==> src/rtl/tmr_evt_pkg.sv <==
package tmr_evt_pkg;

    localparam int CNT_W   = 16;
    localparam int NCH     = 3;
    localparam int EVT_W   = 8;
    localparam int IE_W    = NCH + 1;
    localparam int FLG_W   = 2 * NCH + 1;

    // Bit positions inside the event word
    localparam int UPD_POS = 0;
    localparam int CC_POS  = 1;
    localparam int TRG_POS = 6;

    typedef logic [CNT_W-1:0] cnt_t;

    typedef struct packed {
        logic           upd;
        logic           trg;
        logic [NCH-1:0] cc;
    } evt_t;

    // Packs as {oc, trg, cc}: flag word bits 6:4, 3, 2:0
    typedef struct packed {
        logic [NCH-1:0] oc;
        logic           trg;
        logic [NCH-1:0] cc;
    } flags_t;

    function automatic evt_t evt_decode(input logic we, input logic [EVT_W-1:0] d);
        evt_t e;
        e.upd = we & d[UPD_POS];
        e.trg = we & d[TRG_POS];
        for (int i = 0; i < NCH; i++) begin
            e.cc[i] = we & d[CC_POS + i];
        end
        return e;
    endfunction

endpackage

==> src/rtl/tmr_evt_base.sv <==
module tmr_evt_base #(
    parameter int W = 16
) (
    input  logic         clk,
    input  logic         rst,
    input  logic         upd,
    input  logic         psc_we,
    input  logic [W-1:0] psc_data,
    input  logic         arr_we,
    input  logic [W-1:0] arr_data,
    output logic [W-1:0] cnt
);

    logic [W-1:0] psc_sh, psc_act, arr_sh, arr_act, pcnt;
    logic         tick, wrap;

    assign tick = (pcnt == psc_act);
    assign wrap = tick && (cnt == arr_act);

    always_ff @(posedge clk) begin
        if (rst) begin
            psc_sh  <= '0;
            psc_act <= '0;
            arr_sh  <= '1;
            arr_act <= '1;
            pcnt    <= '0;
            cnt     <= '0;
        end else begin
            if (psc_we) psc_sh <= psc_data;
            if (arr_we) arr_sh <= arr_data;
            if (upd) begin
                pcnt    <= '0;
                cnt     <= '0;
                psc_act <= psc_sh;
                arr_act <= arr_sh;
            end else if (tick) begin
                pcnt <= '0;
                if (wrap) begin
                    cnt     <= '0;
                    psc_act <= psc_sh;
                    arr_act <= arr_sh;
                end else begin
                    cnt <= cnt + 1'b1;
                end
            end else begin
                pcnt <= pcnt + 1'b1;
            end
        end
    end

endmodule

==> src/rtl/tmr_evt_chan.sv <==
module tmr_evt_chan #(
    parameter int W = 16
) (
    input  logic         clk,
    input  logic         rst,
    input  logic         in_mode,
    input  logic         cc_evt,
    input  logic [W-1:0] cnt,
    input  logic         clr_flag,
    input  logic         clr_oc,
    output logic [W-1:0] ccr,
    output logic         flag,
    output logic         oc
);

    logic capture;
    assign capture = cc_evt && in_mode;

    always_ff @(posedge clk) begin
        if (rst) begin
            ccr  <= '0;
            flag <= 1'b0;
            oc   <= 1'b0;
        end else begin
            if (capture) ccr <= cnt;

            if (cc_evt)        flag <= 1'b1;
            else if (clr_flag) flag <= 1'b0;

            if (capture && flag) oc <= 1'b1;
            else if (clr_oc)     oc <= 1'b0;
        end
    end

endmodule

==> src/rtl/tmr_evt_irq.sv <==
module tmr_evt_irq #(
    parameter int N = 3
) (
    input  logic [N-1:0] cc_flag,
    input  logic         trg_flag,
    input  logic [N:0]   irq_en,
    output logic         irq
);

    logic [N:0] pend;
    assign pend = {trg_flag, cc_flag} & irq_en;
    assign irq  = |pend;

endmodule

==> src/rtl/tmr_evt_top.sv <==
module tmr_evt_top
    import tmr_evt_pkg::*;
(
    input  logic                 clk,
    input  logic                 rst,
    input  logic                 evt_we,
    input  logic [EVT_W-1:0]     evt_data,
    input  logic                 ctl_we,
    input  logic [NCH-1:0]       ctl_in_mode,
    input  logic [IE_W-1:0]      ctl_irq_en,
    input  logic                 psc_we,
    input  logic [CNT_W-1:0]     psc_data,
    input  logic                 arr_we,
    input  logic [CNT_W-1:0]     arr_data,
    input  logic                 flg_we,
    input  logic [FLG_W-1:0]     flg_keep,
    output logic [CNT_W-1:0]     cnt_o,
    output logic [NCH*CNT_W-1:0] ccr_o,
    output logic [FLG_W-1:0]     flags_o,
    output logic                 irq_o
);

    evt_t           evt;
    flags_t         clr, flg;
    logic [NCH-1:0] mode_q;
    logic [IE_W-1:0] ie_q;
    logic           trg_q;
    cnt_t           cnt;

    always_comb begin
        evt = evt_decode(evt_we, evt_data);
        clr = flags_t'(flg_we ? ~flg_keep : '0);
    end

    always_ff @(posedge clk) begin
        if (rst) begin
            mode_q <= '0;
            ie_q   <= '0;
            trg_q  <= 1'b0;
        end else begin
            if (ctl_we) begin
                mode_q <= ctl_in_mode;
                ie_q   <= ctl_irq_en;
            end
            if (evt.trg)      trg_q <= 1'b1;
            else if (clr.trg) trg_q <= 1'b0;
        end
    end

    tmr_evt_base #(.W(CNT_W)) i_base (
        .clk      (clk),
        .rst      (rst),
        .upd      (evt.upd),
        .psc_we   (psc_we),
        .psc_data (psc_data),
        .arr_we   (arr_we),
        .arr_data (arr_data),
        .cnt      (cnt)
    );

    for (genvar i = 0; i < NCH; i++) begin : g_ch
        cnt_t ccr_i;
        tmr_evt_chan #(.W(CNT_W)) i_chan (
            .clk      (clk),
            .rst      (rst),
            .in_mode  (mode_q[i]),
            .cc_evt   (evt.cc[i]),
            .cnt      (cnt),
            .clr_flag (clr.cc[i]),
            .clr_oc   (clr.oc[i]),
            .ccr      (ccr_i),
            .flag     (flg.cc[i]),
            .oc       (flg.oc[i])
        );
        assign ccr_o[i*CNT_W +: CNT_W] = ccr_i;
    end

    assign flg.trg = trg_q;

    tmr_evt_irq #(.N(NCH)) i_irq (
        .cc_flag  (flg.cc),
        .trg_flag (flg.trg),
        .irq_en   (ie_q),
        .irq      (irq_o)
    );

    assign cnt_o   = cnt;
    assign flags_o = flg;

endmodule

==> config.mk <==
export PLATFORM = sky130hd
export DESIGN_NAME = tmr_evt_top
export DESIGN_NICKNAME = d
export VERILOG_FILES = /design/src/rtl/tmr_evt_pkg.sv /design/src/rtl/tmr_evt_base.sv /design/src/rtl/tmr_evt_chan.sv /design/src/rtl/tmr_evt_irq.sv /design/src/rtl/tmr_evt_top.sv
export SDC_FILE = /design/constraint.sdc
export NUM_CORES = 1
export LEC_CHECK = 0
export CORE_AREA = 2 2 118 120
export DETAILED_ROUTE_END_ITERATION = 16
export DIE_AREA = 0 0 120 122
export DONT_BUFFER_PORTS = 1
export SLEW_MARGIN = 25
export SYNTH_ARGS = -nofsm -noshare
export SYNTH_HDL_FRONTEND = slang
export SYNTH_SLANG_ARGS = --single-unit
==> constraint.sdc <==
create_clock -name clk -period 3.2 [get_ports clk]
set_input_delay 0.16 -clock clk [delete_from_list [all_inputs] [get_ports clk]]
set_output_delay 0.16 -clock clk [all_outputs]
set_load 0.01 [all_outputs]
* Word level (Yosys, flattened, before mapping) *
Cells that the tools add are included.
Widths: inputs -> output; s select.

storage, ports and cells
  register bits after elaboration = 158
  input bits = 61
  word-level logic and storage cells = 71

operators by class
  $add $sub $neg = 2
  equal/unequal tests = 2
  mux-type cells = 22
  bitwise operators = 7
  reductions and logical operators = 20

operator list
  kind                   number
  $mux 16                7
  $add 16x1->16 const B  2
  $eq 16x16->1           2
  $reduce_bool 2->1      9
  $mux 1                 14
  $logic_and 1x1->1      7
  $mux 7                 1
  $not 7->7              1
  $and 1x1->1            5
  $and 4x4->4            1
  $reduce_or 4->1        1
  $reduce_or 3->1        1
  $reduce_and 2->1       1
  $reduce_or 2->1        1

* Depth between registers and ports, before layout *
  depth in word-level cells = 5
  depth in mapped cells = 8

* Hierarchy *
From an unflattened synthesis, not the netlist that was laid out.

second synthesis, totals
  cell total of the unflattened synthesis = 741
  area total of the unflattened synthesis = 7215.7 um^2

modules (own cells, without submodules)
  module        instances  cells each  area each (um^2)
  tmr_evt_base  1          453         4269.1
  tmr_evt_chan  3          82          852.1
  tmr_evt_top   1          39          371.6
  tmr_evt_irq   1          3           18.8

* Worst setup path after synthesis *
No wires, ideal clock.

  path type = reg-to-reg
  start point = reg i_base.cnt[4]
  end point = reg i_base.arr_act[0]
  library setup time = 120 ps
  arrival = 1696 ps
  data required time = 3080 ps
  slack = 1384 ps
  stages on the path, launching flop included = 9
  buffers on the path = 3
  path through = dfxtp_1 -> clkbuf_1 -> xor2_1 -> nor4_1 -> nand4_1 -> o2bb2a_4 -> buf_6 -> buf_6 -> mux2i_1

on the way
  word-level cells in the longest chain between the ends = 4

ends and longest elaborated chain
  what                         line                source
  start: declaration           tmr_evt_base.sv:11  output logic [W-1:0] cnt
  start signal: assignment     tmr_evt_base.sv:43  cnt <= cnt + 1'b1;
  $eq 16x16->1                 tmr_evt_base.sv:18  assign wrap = tick && (cnt == arr_act);
  $logic_and 1x1->1            tmr_evt_base.sv:18
  $reduce_bool 2->1 (no line)  n/a
  $reduce_and 2->1 (no line)   n/a
  end signal: assignment       tmr_evt_base.sv:35  arr_act <= arr_sh;
  end signal: assignment       tmr_evt_base.sv:41  arr_act <= arr_sh;
  end: declaration             tmr_evt_base.sv:14  logic [W-1:0] psc_sh, psc_act, arr_sh, arr_act, pcnt;

No other way between the ends.
A chain may end at the register's enable or synchronous reset.

* Final worst setup path *
  start point = reg i_base.cnt[13]
  end point = reg i_base.arr_act[9]

Same word-level chain as after synthesis.

==> results.toml <==
[synth]
synth_cell_type_count = 35
synth-edff-count = 0
synth_xor_area_frac = 0.06305
ys.flop_type = "dfxtp_1"
synthCells = 737
synth_top_family_by_area = "simple AND/OR/NAND/NOR gates"
syn_area_per_cell_sq_um = 8.859
synth_top_area_frac = 0.4845
syn-num-nets = 800
synth_compound_area_frac = 0.09966
synthAdderAreaFrac = 0.003833
yosys-top-cells-area = "dfxtp_1 48%, mux2i_1 8.4%, nand2_1 6.4%, a21oi_1 5.4%, xor2_1 5.1%"
yosysWarnings = 0
muxShareOfSynthArea = 0.08432
yosys.area_share.simple = 0.2169
ys_seq_area_frac = 0.4845
ys_top_cells_by_count = "158 x dfxtp_1, 112 x nand2_1, 75 x nor2_1, 70 x a21oi_1, 55 x mux2i_1"
yosysTopAreaCell = "dfxtp_1"
ys_async_sr_fraction = 0
synth_area_sq_um = 6529
yosysMostFrequentCell = "dfxtp_1"
synth_seq_cells = 158

[final_layout]
diodes = 0
design.final.nets = 840
utilization = 0.5811
syn_to_final_growth_pct = 20.20
drive_gt1_frac = 0.06076

[detailed_routing]
vias = 5179
routed_wirelength_um = 15930
vias_per_cell = 5.339
first_pass_iters = 5
wire_per_inst_um = 16.42
drtAntennaViolNets = 0
drcViolationCount = 0
first_iter_violations = 284

[power_and_ir_drop]
leakagePower_nw = 3.042
pwr-share-clk = 0.441
internal_power_mw = 3.301
power_density_nw_per_um2 = 551.5
total_power_mw = 4.328
power_frac_seq = 0.480
combPwrFrac = 0.078
ir_drop_mv = 0.3428
p_sw_mw = 1.027
swShare = 0.2373

[setup_path]
worst-r2r-setup-slack_ns = 1.02
crit_arrival_ns = 2.45
cp_data_required_time_ns = 3.47
worst-path-max-fanout = 32
critPathLaunchType = "flop"
crit_type = "flop to flop"
worstSetupEndpointType = "flop"

[clocking]
cts_buffers = 17
cts_buffer_depth = 2
htreeDepth = 4
cts.sinks = 158
insertion_delay_ns = 0.42
cts_resized = 0
cts_tree = "yes"
root_buffer = "clkbuf_16"
path_clk_slew_ns = 0.06

[grt]
grt_max_degree = 160
grt_pass1_wl_um = 25480
grt-ovfl-total = 0
grtUsageTotal = 0.2223
grt_pass1_vias = 5267
antenna_found_initial = 0

[sta]
relSlewSlack = 0.4759
final-hold-violation-count = 0
whs_ns = 0.02836
finalSetupViolations = 0
finalMaxSlewViolations = 0
fin_crit_sh = 0.6808
period_minus_slack_ns = 2.179
rsz0062_at_grt = "no"
worstMarginPinSlew_ns = 0.7840
finalWorstSetupSlack_ns = 1.022
max_freq_ghz = 0.4590
finalSetupTns_ns = 0
skew_ns = 0.007202

[die]
die-area_sq_um = 14640
io_pins = 133
dieHeight_um = 122
rows = 43
initial_core_util = 0.4835
core_area_sq_um = 13500
fp.dieW_um = 120

[place]
routabilityCongestion = 0.8029
hpwl_um = 10100
io_buffers = 0
dp_worst_setup_slack_ns = 1.029

[min_path]
min_path_type = "primary input to flop"

[status]
outcome = "completed"

[job]
drv_cap = 0
## layer usage
metal,wire (um),global-route usage
met5,0,0
met4,322,0.09779
met3,969,0.07116
met2,8282,0.3924
met1,6357,0.2448
## worst paths after layout
kind,from,end,cells past startpoint
max,i_base.cnt[13],i_base.arr_act[9],5
min,evt_we,i_base.cnt[1],2
max reg2reg,i_base.cnt[13],i_base.arr_act[9],5
min reg2reg,i_base.pcnt[0],i_base.pcnt[0],1
## layout make-up
| class | count | area, sq um |
|---|---|---|
| fillers | 1226 | 5657 |
| flip-flops and latches | 158 | 3163 |
| multi-input cells | 513 | 3054 |
| repair buffers | 82 | 815.8 |
| clock buffers | 19 | 452.9 |
| well taps | 180 | 225.2 |
| clock inverters | 13 | 117.6 |
| inverters | 5 | 18.77 |
## cell usage in the layout (no fill, tap or decap), types with 3 or more instances in the layout
cell           instances
and2_1                 3
clkbuf_16             17
nor2b_1               17
o31ai_1                3
nor4_1                 4
buf_4                  7
o21ai_0               18
nand3_1               12
nand2_1              112
or4_1                  3
nand4_1                9
inv_1                  5
mux2i_1               55
dfxtp_1              158
nor4_2                 4
xnor2_1                9
xor2_1                38
and3_1                10
clkinv_2               3
clkinvlp_4             5
nand2b_1              32
nor2_1                75
clkinv_4               4
or3_1                 11
a211o_1               16
dlygate4sd3_1         73
a21oi_1               70
## critical path: stages (launching register included)
cell      delay, ns
dfxtp_1        0.60
xor2_1         0.12
nor4_1         0.38
nand4_1        0.25
o2bb2a_4       0.47
mux2i_1        0.19
## through the flow
stage / cells / area (sq um)
2_1_floorplan: 737 / 6529
3_3_place_gp: 863 / 6514
3_5_place_dp: 863 / 6514
4_1_cts: 970 / 7853
5_1_grt: 970 / 7848
6_report: 970 / 7848
## repair_timing
| action | 4_1_cts | 5_1_grt |
|---|---|---|
| endpoints found under the hold margin | 127 | 0 |
| buffers inserted | 0 | 0 |
| hold buffers | 75 | 0 |
## state kept, by name, indices dropped and copies added, names as in the netlist
signal	count
g_ch.i_chan.ccr	48
i_base.arr_sh	16
i_base.cnt	16
i_base.psc_sh	16
i_base.arr_act	16
i_base.psc_act	16
g_ch.i_chan.flag	3
ie_q	4
g_ch.i_chan.oc	3
mode_q	3
trg_q	1
i_base.pcnt	16
## power groups by stage
stage | registers [mW] | clock network [mW] | logic, mW
after CTS | 2.08 | 1.96 | 0.335
after floorplan | 2.10 | 0 | 0.233
after global routing | 2.09 | 2.04 | 0.374
final | 2.08 | 1.91 | 0.339
after global placement | 2.12 | 0 | 0.208
after detailed placement | 2.12 | 0 | 0.214
## cells by family (layout without fill, tap and decap cells)
| kind of cell | Yosys count | in the layout |
|---|---|---|
| AOI/OAI and AO/OA | 112 | 112 |
| DFF | 158 | 158 |
| adders and majority gates | 2 | 2 |
| and+or+nand+nor | 297 | 297 |
| muxes | 55 | 55 |
| buffers and inverters | 66 | 119 |
| xor gates and xnor gates | 47 | 47 |
Power figures use the tool's default switching activity.
